$ cat config.mk
export PLATFORM = sky130hd
export DESIGN_NAME = mppt_seq
export DESIGN_NICKNAME = d
export VERILOG_FILES = /design/src/rtl/mppt_seq_pkg.sv /design/src/rtl/mppt_period_timer.sv /design/src/rtl/mppt_po_step.sv /design/src/rtl/mppt_mode_sel.sv /design/src/rtl/mppt_seq.sv
export SDC_FILE = /design/constraint.sdc
export NUM_CORES = 1
export LEC_CHECK = 0
export ABC_AREA = 1
export BUFFER_PORTS_ARGS = -buffer_cell sky130_fd_sc_hd__buf_2
export CORE_MARGIN = 5
export CORE_UTILIZATION = 63
export CTS_CLUSTER_SIZE = 40
export DETAILED_ROUTE_END_ITERATION = 8
export PLACE_DENSITY = 0.89
export SYNTH_ARGS = -nofsm -noshare
export SYNTH_HDL_FRONTEND = slang
export SYNTH_SLANG_ARGS = --single-unit
$ cat constraint.sdc
create_clock -name clk -period 9 [get_ports clk]
set_input_delay 1.8 -clock clk [delete_from_list [all_inputs] [get_ports clk]]
set_output_delay 1.8 -clock clk [all_outputs]
set_load 0.01 [all_outputs]
$ cat src/rtl/mppt_seq_pkg.sv
package mppt_seq_pkg;
  typedef enum logic [1:0] {
    ST_IDLE = 2'd0,
    ST_ACQ  = 2'd1,
    ST_WAIT = 2'd2,
    ST_DEC  = 2'd3
  } seq_state_e;
endpackage

$ cat src/rtl/mppt_period_timer.sv
module mppt_period_timer #(
  parameter int CW = 28
) (
  input  logic          clk,
  input  logic          rst_n,
  input  logic          run,
  input  logic [CW-1:0] period,
  output logic          expired
);
  logic [CW-1:0] cnt_q;

  assign expired = run && ((cnt_q + CW'(1)) >= period);

  always_ff @(posedge clk) begin
    if (!rst_n)               cnt_q <= '0;
    else if (!run || expired) cnt_q <= '0;
    else                      cnt_q <= cnt_q + CW'(1);
  end


  cnt_bound_chk: assert property (@(posedge clk) disable iff (!rst_n)
    (run && period != '0) |-> (cnt_q < period));
endmodule

$ cat src/rtl/mppt_po_step.sv
module mppt_po_step #(
  parameter int VW     = 12,
  parameter int PW     = 20,
  parameter int V_MIN  = 150,
  parameter int V_MAX  = 450,
  parameter int V_STEP = 5
) (
  input  logic [VW-1:0] v_cur,
  input  logic          dir_up,
  input  logic [PW-1:0] p_new,
  input  logic [PW-1:0] p_old,
  output logic [VW-1:0] v_next,
  output logic          dir_next
);
  localparam int EW = VW + 2;
  localparam logic signed [EW-1:0] S_STEP = EW'(V_STEP);
  localparam logic signed [EW-1:0] S_MIN  = EW'(V_MIN);
  localparam logic signed [EW-1:0] S_MAX  = EW'(V_MAX);

  logic                 keep_dir;
  logic signed [EW-1:0] base;
  logic signed [EW-1:0] cand;

  always_comb begin
    keep_dir = (p_new < p_old) ? ~dir_up : dir_up;
    base     = $signed({2'b00, v_cur});
    cand     = keep_dir ? (base + S_STEP) : (base - S_STEP);
    if (cand >= S_MAX) begin
      v_next   = VW'(V_MAX);
      dir_next = 1'b0;
    end else if (cand <= S_MIN) begin
      v_next   = VW'(V_MIN);
      dir_next = 1'b1;
    end else begin
      v_next   = cand[VW-1:0];
      dir_next = keep_dir;
    end
  end
endmodule

$ cat src/rtl/mppt_mode_sel.sv
module mppt_mode_sel #(
  parameter int VW        = 12,
  parameter int GW        = 12,
  parameter int V_RATED   = 360,
  parameter int V_HYST    = 5,
  parameter int BUS_NUM   = 200,
  parameter int BUS_SHIFT = 7,
  parameter int BUS_MIN   = 360,
  parameter int BUS_MAX   = 450
) (
  input  logic [VW-1:0] pv_volt,
  input  logic [GW-1:0] grid_rms,
  input  logic [VW-1:0] v_new,
  input  logic          cur_single,
  input  logic          fresh,
  output logic          single_next,
  output logic [VW-1:0] bus_next
);
  localparam int MW    = $clog2(BUS_NUM + 1);
  localparam int XW    = GW + MW;
  localparam int UP_TH = V_RATED + V_HYST;
  localparam int DN_TH = V_RATED - V_HYST;

  logic [XW-1:0] scaled;
  logic [VW-1:0] bus_two;

  always_comb begin
    if (fresh)           single_next = (pv_volt >= VW'(V_RATED));
    else if (cur_single) single_next = !(pv_volt < VW'(DN_TH));
    else                 single_next = (pv_volt >= VW'(UP_TH));
  end

  always_comb begin
    scaled = (XW'(grid_rms) * XW'(BUS_NUM)) >> BUS_SHIFT;
    if (scaled < XW'(BUS_MIN))      bus_two = VW'(BUS_MIN);
    else if (scaled > XW'(BUS_MAX)) bus_two = VW'(BUS_MAX);
    else                            bus_two = scaled[VW-1:0];
    bus_next = single_next ? v_new : bus_two;
  end
endmodule

$ cat src/rtl/mppt_seq.sv
module mppt_seq
  import mppt_seq_pkg::*;
#(
  parameter int VW        = 12,
  parameter int PW        = 20,
  parameter int GW        = 12,
  parameter int CW        = 28,
  parameter int V_MIN     = 150,
  parameter int V_MAX     = 450,
  parameter int V_STEP    = 5,
  parameter int V_RATED   = 360,
  parameter int V_HYST    = 5,
  parameter int BUS_NUM   = 200,
  parameter int BUS_SHIFT = 7,
  parameter int BUS_MIN   = 360,
  parameter int BUS_MAX   = 450
) (
  input  logic          clk,
  input  logic          rst_n,
  input  logic          start,
  input  logic [CW-1:0] period_ticks,
  input  logic          s_valid,
  output logic          s_ready,
  input  logic [VW-1:0] s_pv_volt,
  input  logic [PW-1:0] s_pv_power,
  input  logic [GW-1:0] s_grid_rms,
  output logic [VW-1:0] v_ref,
  output logic [VW-1:0] bus_ref,
  output logic          boost_en,
  output logic          single_stage
);
  localparam int UP_TH = V_RATED + V_HYST;
  localparam int DN_TH = V_RATED - V_HYST;

  seq_state_e    state_q;
  logic [VW-1:0] v_ref_q, bus_q;
  logic [PW-1:0] p_prev_q;
  logic          dir_q, single_q, live_q;

  logic          acc, fresh, expired;
  logic [VW-1:0] v_acq, v_step, v_new, bus_new;
  logic          dir_step, dir_new, single_new;

  assign s_ready = ((state_q == ST_ACQ) || (state_q == ST_DEC)) && !start;
  assign acc     = s_valid && s_ready;
  assign fresh   = (state_q == ST_ACQ);

  mppt_period_timer #(.CW(CW)) u_timer (
    .clk(clk), .rst_n(rst_n), .run(state_q == ST_WAIT),
    .period(period_ticks), .expired(expired)
  );

  mppt_po_step #(
    .VW(VW), .PW(PW), .V_MIN(V_MIN), .V_MAX(V_MAX), .V_STEP(V_STEP)
  ) u_step (
    .v_cur(v_ref_q), .dir_up(dir_q), .p_new(s_pv_power), .p_old(p_prev_q),
    .v_next(v_step), .dir_next(dir_step)
  );

  always_comb begin
    if (s_pv_volt < VW'(V_MIN))      v_acq = VW'(V_MIN);
    else if (s_pv_volt > VW'(V_MAX)) v_acq = VW'(V_MAX);
    else                             v_acq = s_pv_volt;
    v_new   = fresh ? v_acq : v_step;
    dir_new = fresh ? 1'b0  : dir_step;
  end

  mppt_mode_sel #(
    .VW(VW), .GW(GW), .V_RATED(V_RATED), .V_HYST(V_HYST),
    .BUS_NUM(BUS_NUM), .BUS_SHIFT(BUS_SHIFT), .BUS_MIN(BUS_MIN), .BUS_MAX(BUS_MAX)
  ) u_mode (
    .pv_volt(s_pv_volt), .grid_rms(s_grid_rms), .v_new(v_new),
    .cur_single(single_q), .fresh(fresh),
    .single_next(single_new), .bus_next(bus_new)
  );

  always_ff @(posedge clk) begin
    if (!rst_n) begin
      state_q <= ST_IDLE;
    end else if (start) begin
      state_q <= ST_ACQ;
    end else begin
      case (state_q)
        ST_ACQ:  if (acc)     state_q <= ST_WAIT;
        ST_WAIT: if (expired) state_q <= ST_DEC;
        ST_DEC:  if (acc)     state_q <= ST_WAIT;
        default:              state_q <= ST_IDLE;
      endcase
    end
  end

  always_ff @(posedge clk) begin
    if (!rst_n) begin
      v_ref_q  <= '0;
      bus_q    <= '0;
      p_prev_q <= '0;
      dir_q    <= 1'b0;
      single_q <= 1'b0;
      live_q   <= 1'b0;
    end else if (acc) begin
      v_ref_q  <= v_new;
      bus_q    <= bus_new;
      p_prev_q <= s_pv_power;
      dir_q    <= dir_new;
      single_q <= single_new;
      live_q   <= 1'b1;
    end
  end

  assign v_ref        = v_ref_q;
  assign bus_ref      = bus_q;
  assign boost_en     = live_q && !single_q;
  assign single_stage = single_q;


  idle_quiet_chk: assert property (@(posedge clk) disable iff (!rst_n)
    !live_q |-> (!boost_en && bus_ref == '0 && v_ref == '0));

  ready_drop_chk: assert property (@(posedge clk) disable iff (!rst_n)
    acc |=> !s_ready);

  step_size_chk: assert property (@(posedge clk) disable iff (!rst_n)
    (acc && state_q == ST_DEC) |=>
      ((v_ref_q <= $past(v_ref_q) + VW'(V_STEP)) &&
       ($past(v_ref_q) <= v_ref_q + VW'(V_STEP))));

  ref_window_chk: assert property (@(posedge clk) disable iff (!rst_n)
    live_q |-> (v_ref_q >= VW'(V_MIN) && v_ref_q <= VW'(V_MAX)));

  mode_hold_chk: assert property (@(posedge clk) disable iff (!rst_n)
    (acc && state_q == ST_DEC && s_pv_volt >= VW'(DN_TH) && s_pv_volt < VW'(UP_TH))
      |=> (single_q == $past(single_q)));

  two_bus_chk: assert property (@(posedge clk) disable iff (!rst_n)
    (live_q && !single_q) |-> (bus_q >= VW'(BUS_MIN) && bus_q <= VW'(BUS_MAX)));

  single_bus_chk: assert property (@(posedge clk) disable iff (!rst_n)
    (live_q && single_q) |-> (bus_q == v_ref_q && !boost_en));
endmodule

==> metrics.log <==
INFO  metric period_share = a little under three fifths
INFO  metric fp-row-count = 37
INFO  metric synth-edff-count = 0
INFO  metric cellLeakagePower = between 4 and 5 nW
INFO  metric yosysSeqAreaShare = between 20% and 30%
INFO  metric peak_freq = between 200 and 250 MHz
INFO  metric regArea = between 1500 and 2000 um^2
INFO  metric report.final.slew_viol_count = 0
INFO  metric critical_path_required = about 9.3 ns
INFO  metric setup_bufs_post_cts = 0
INFO  metric area_occupied_by_multi_input_gates = 4340 um^2
INFO  metric gp_congestion = 0.930
INFO  metric place.port_buffers = 102
INFO  metric power.density_cell_area = 126 nW/um^2
INFO  metric grt_max_degree = 65
INFO  metric fp.dieH = approximately 110 um
INFO  metric number_of_instances_in_the_synthesized_netlist = 1002
INFO  metric design.portCount = approximately 100
INFO  metric start_util = 64.9%
INFO  metric insertedDiodeCount = 0
INFO  metric final_layout_size_suffix_gt1_share = between 10 and 15%
INFO  metric clkLatencyLatePin = around 0.35 ns
INFO  metric die_width = roughly 110 um
INFO  metric design.final.nets = 1270
INFO  metric total_routed_length = approximately 15 mm
INFO  metric min_path_cells = 2
INFO  metric fin_total_pwr = between 0.0009 and 0.001 W
INFO  metric floorplan.die_area = 12800 um^2
INFO  metric max-clock-path-buffers = 2
INFO  metric global_route_wire_length_before_repair = around 26 mm
INFO  metric clkSlewWorstSetupHoldPaths = 0.07 ns
INFO  metric dr_total_vias = 6437
INFO  metric yosysWarnings = 0
INFO  metric grt_antenna_before_repair = 0
INFO  metric hold_buffers = 0
INFO  metric fin_skew = 0.00946 ns
INFO  metric drt_drc_violations_left = 0
INFO  metric worst-r2r-cell-count = 25
INFO  metric maxCapViolCount = 0
INFO  metric r2r_start = u_timer.cnt_q[0]
INFO  metric gr-total-overflow = 0
INFO  metric timing.setup.critical_path_class = primary input to flop
INFO  metric worst_hold_path.endpoint = bus_ref[9]
INFO  metric xor_xnor_portion_of_the_synthesized_cell_area = about 5.6%
INFO  metric synthesized_area_fraction_occupied_by_and_or_nand_nor_cells = between 20% and 30%
INFO  metric critical_path.max_fanout = 4
INFO  metric cts_buffers = 9
INFO  metric dp.cells = 1222
INFO  metric drt_first_iter_violations = around 340
INFO  metric yosysMostFrequentCell = sky130_fd_sc_hd__inv_1
INFO  metric timing_hold_violations_final = 0
INFO  metric regToRegEndpoint = u_timer.cnt_q[14]
INFO  metric setup_violations = 0
INFO  metric cts_tree = yes
INFO  metric post_drt_wl_per_cell = 12.1 um
INFO  metric synthDominantAreaCellType = sky130_fd_sc_hd__dfxtp_1
INFO  metric peakVddDrop = just under 0.09 mV
INFO  metric post_cts_resize_count = 0
INFO  metric synthAdderAreaFrac = 18.8%
INFO  metric post_synth_mux_area_share = 0%
INFO  metric synth-compound-area-share = 12.3%
INFO  metric synthFlopType = sky130_fd_sc_hd__dfxtp_1
INFO  metric clk_tree_root_cell = sky130_fd_sc_hd__clkbuf_8
INFO  metric worstSetupEndpointType = flop
INFO  metric post_synth_instance_area = a little under 7000 um^2
INFO  metric grt_util_all_layers = about a quarter
INFO  metric reg2reg_setup_slack = roughly 4.5 ns
INFO  metric synth_async_sr_flop_share = 0%
INFO  metric drtPass1Iterations = 5
INFO  metric maxSlewHeadroom = between 50% and 60%
INFO  metric synth_nets = approximately 1200
INFO  metric min_from = bus_ref[9]
INFO  metric finalSetupTns = 0 ns
INFO  metric layout_stage_area_growth_over_the_synthesis_result = 11.9%
INFO  metric dp_hpwl = 12.1 mm
INFO  metric via_per_inst = just over 5
INFO  metric final_period_minus_worst_setup_slack = ~5 ns
INFO  metric netlist-cell-type-count = 47
INFO  metric fill_cells = 872
INFO  metric synth_top_family_by_area = simple AND/OR/NAND/NOR gates
INFO  metric clkSinkCount = 77
INFO  metric syn_area_per_cell = about 6.7 um^2
INFO  metric rsz0062_at_grt = no
INFO  metric run_status = finished, final reports clean
INFO  metric timing.critical_path.arrival = 5.26 ns
INFO  metric first_global_vias = about 6100
INFO  metric launching_element_type_of_the_critical_path = primary input
INFO  metric h_tree_depth_reported_by_cts = 3
INFO  metric synth.area.top_cells = sky130_fd_sc_hd__dfxtp_1 (23%), sky130_fd_sc_hd__ha_1 (17%), sky130_fd_sc_hd__inv_1 (11%), sky130_fd_sc_hd__nand2_1 (9.9%), sky130_fd_sc_hd__nor2_1 (5.6%)
INFO  metric route.antenna.remaining_nets = 0
INFO  metric fp.coreArea = between 10000 and 15000 um^2
INFO  metric fin_cells = 1238
INFO  metric synth_top_area_share = about 23%
INFO  metric hold_path_class = flop to flop
INFO  metric synth.cells.most_frequent = sky130_fd_sc_hd__inv_1 (196), sky130_fd_sc_hd__nand2_1 (178), sky130_fd_sc_hd__nor2_1 (100), sky130_fd_sc_hd__ha_1 (90), sky130_fd_sc_hd__dfxtp_1 (77)
INFO  metric worstMarginPinSlew = ~0.74 ns
INFO  metric synthesized_flop_and_latch_total = just under 80
INFO  metric final_core_util = 72.6%
[kinds of logic (layout without fill, tap and decap cells)]
logic type	Yosys count	after routing
simple gates	411	411
buf+inv	224	324
compound gates	150	150
fa+ha+maj	97	97
flops	77	77
xor+xnor	43	43
[placed cells by master (no fill, tap or decap), types with 7 or more instances in the layout]
master                     Yosys  layout
sky130_fd_sc_hd__a21oi_1      66      66
sky130_fd_sc_hd__buf_2         1     102
sky130_fd_sc_hd__clkbuf_8      0      10
sky130_fd_sc_hd__dfxtp_1      77      77
sky130_fd_sc_hd__fa_1          7       7
sky130_fd_sc_hd__ha_1         90      90
sky130_fd_sc_hd__inv_1       196     196
sky130_fd_sc_hd__nand2_1     178     177
sky130_fd_sc_hd__nand2_2      10      11
sky130_fd_sc_hd__nand3_1      49      49
sky130_fd_sc_hd__nand4_1      16      16
sky130_fd_sc_hd__nor2_1      100     100
sky130_fd_sc_hd__nor2_2        8       8
sky130_fd_sc_hd__nor3_1       22      22
sky130_fd_sc_hd__o21ai_0      51      51
sky130_fd_sc_hd__xnor2_1       7       7
sky130_fd_sc_hd__xor2_1       36      36
[metal layers]
| layer | up-vias | routed length [um] | global-route usage (%) |
|---|---|---|---|
| li1 | 3387 | - | - |
| met1 | 2835 | 6610 | 29.7 |
| met2 | 190 | 7080 | 41.3 |
| met3 | 25 | 963 | 4.97 |
| met4 | 0 | 277 | 7.05 |
| met5 | - | 0 | 0 |
[state kept, by name (all words and copies together), names as in the netlist]
| name | flops |
|---|---|
| u_timer.cnt_q | 28 |
| dir_q | 1 |
| bus_ref | 12 |
| live_q | 1 |
| p_prev_q | 20 |
| state_q | 2 |
| v_ref | 12 |
| single_stage | 1 |
[power by group]
part           total, W  internal, W  switching [W]
logic          0.000336     0.000128       0.000208
clock network  0.000259     0.000135       0.000124
registers      0.000354     0.000348     0.00000543
total          0.000948     0.000611       0.000337
[final cells by class]
type	instances	area share, %
Multi-Input combinational cell	701	57.6
Sequential cell	77	20.5
Inverter	205	10.2
Timing Repair Buffer	103	6.88
Tap cell	136	2.26
Clock buffer	12	1.93
Clock inverter	4	0.632
[critical path, stage by stage]
cell                       delay, ns
sky130_fd_sc_hd__buf_2          0.12
sky130_fd_sc_hd__ha_1           0.29
sky130_fd_sc_hd__ha_1           0.28
sky130_fd_sc_hd__inv_1          0.05
sky130_fd_sc_hd__fa_1           0.51
sky130_fd_sc_hd__inv_1          0.05
sky130_fd_sc_hd__ha_1           0.33
sky130_fd_sc_hd__nand2_1        0.11
sky130_fd_sc_hd__o21ai_0        0.18
sky130_fd_sc_hd__a21oi_1        0.08
sky130_fd_sc_hd__o21ai_0        0.26
sky130_fd_sc_hd__nand2_1        0.09
sky130_fd_sc_hd__nand2_1        0.08
sky130_fd_sc_hd__o21ai_0        0.08
sky130_fd_sc_hd__nand2_1        0.06
sky130_fd_sc_hd__nand3b_1       0.09
sky130_fd_sc_hd__nor2b_1        0.20
sky130_fd_sc_hd__and2_1         0.20
sky130_fd_sc_hd__nand2_1        0.07
sky130_fd_sc_hd__nand2_1        0.06
sky130_fd_sc_hd__nand2_1        0.05
sky130_fd_sc_hd__inv_1          0.07
sky130_fd_sc_hd__nand2_1        0.04
sky130_fd_sc_hd__a21oi_1        0.12
[through the flow]
step | setup slack [ns] | area [um^2] | hold WS (ns)
floorplan | 4.10 | 6730 | 0.433
global placement | 3.77 | 7330 | 0.423
detailed placement | 3.69 | 7330 | 0.428
CTS | 4.05 | 7530 | 0.441
global route | 3.62 | 7530 | 0.466
finish | 4.01 | 7530 | 0.446
[how the worst max path moves through the flow]
stage	from	end	slack, ns	depth (start not counted)
2_1_floorplan	s_grid_rms[3]	bus_ref[5]	4.10	19
3_3_place_gp	s_grid_rms[3]	bus_ref[5]	3.77	20
3_5_place_dp	s_grid_rms[4]	bus_ref[3]	3.69	24
4_1_cts	s_grid_rms[4]	bus_ref[5]	4.05	24
5_1_grt	s_grid_rms[3]	bus_ref[3]	3.62	24
6_report	s_grid_rms[4]	bus_ref[5]	4.01	24
(Power assumes the default switching activity.)
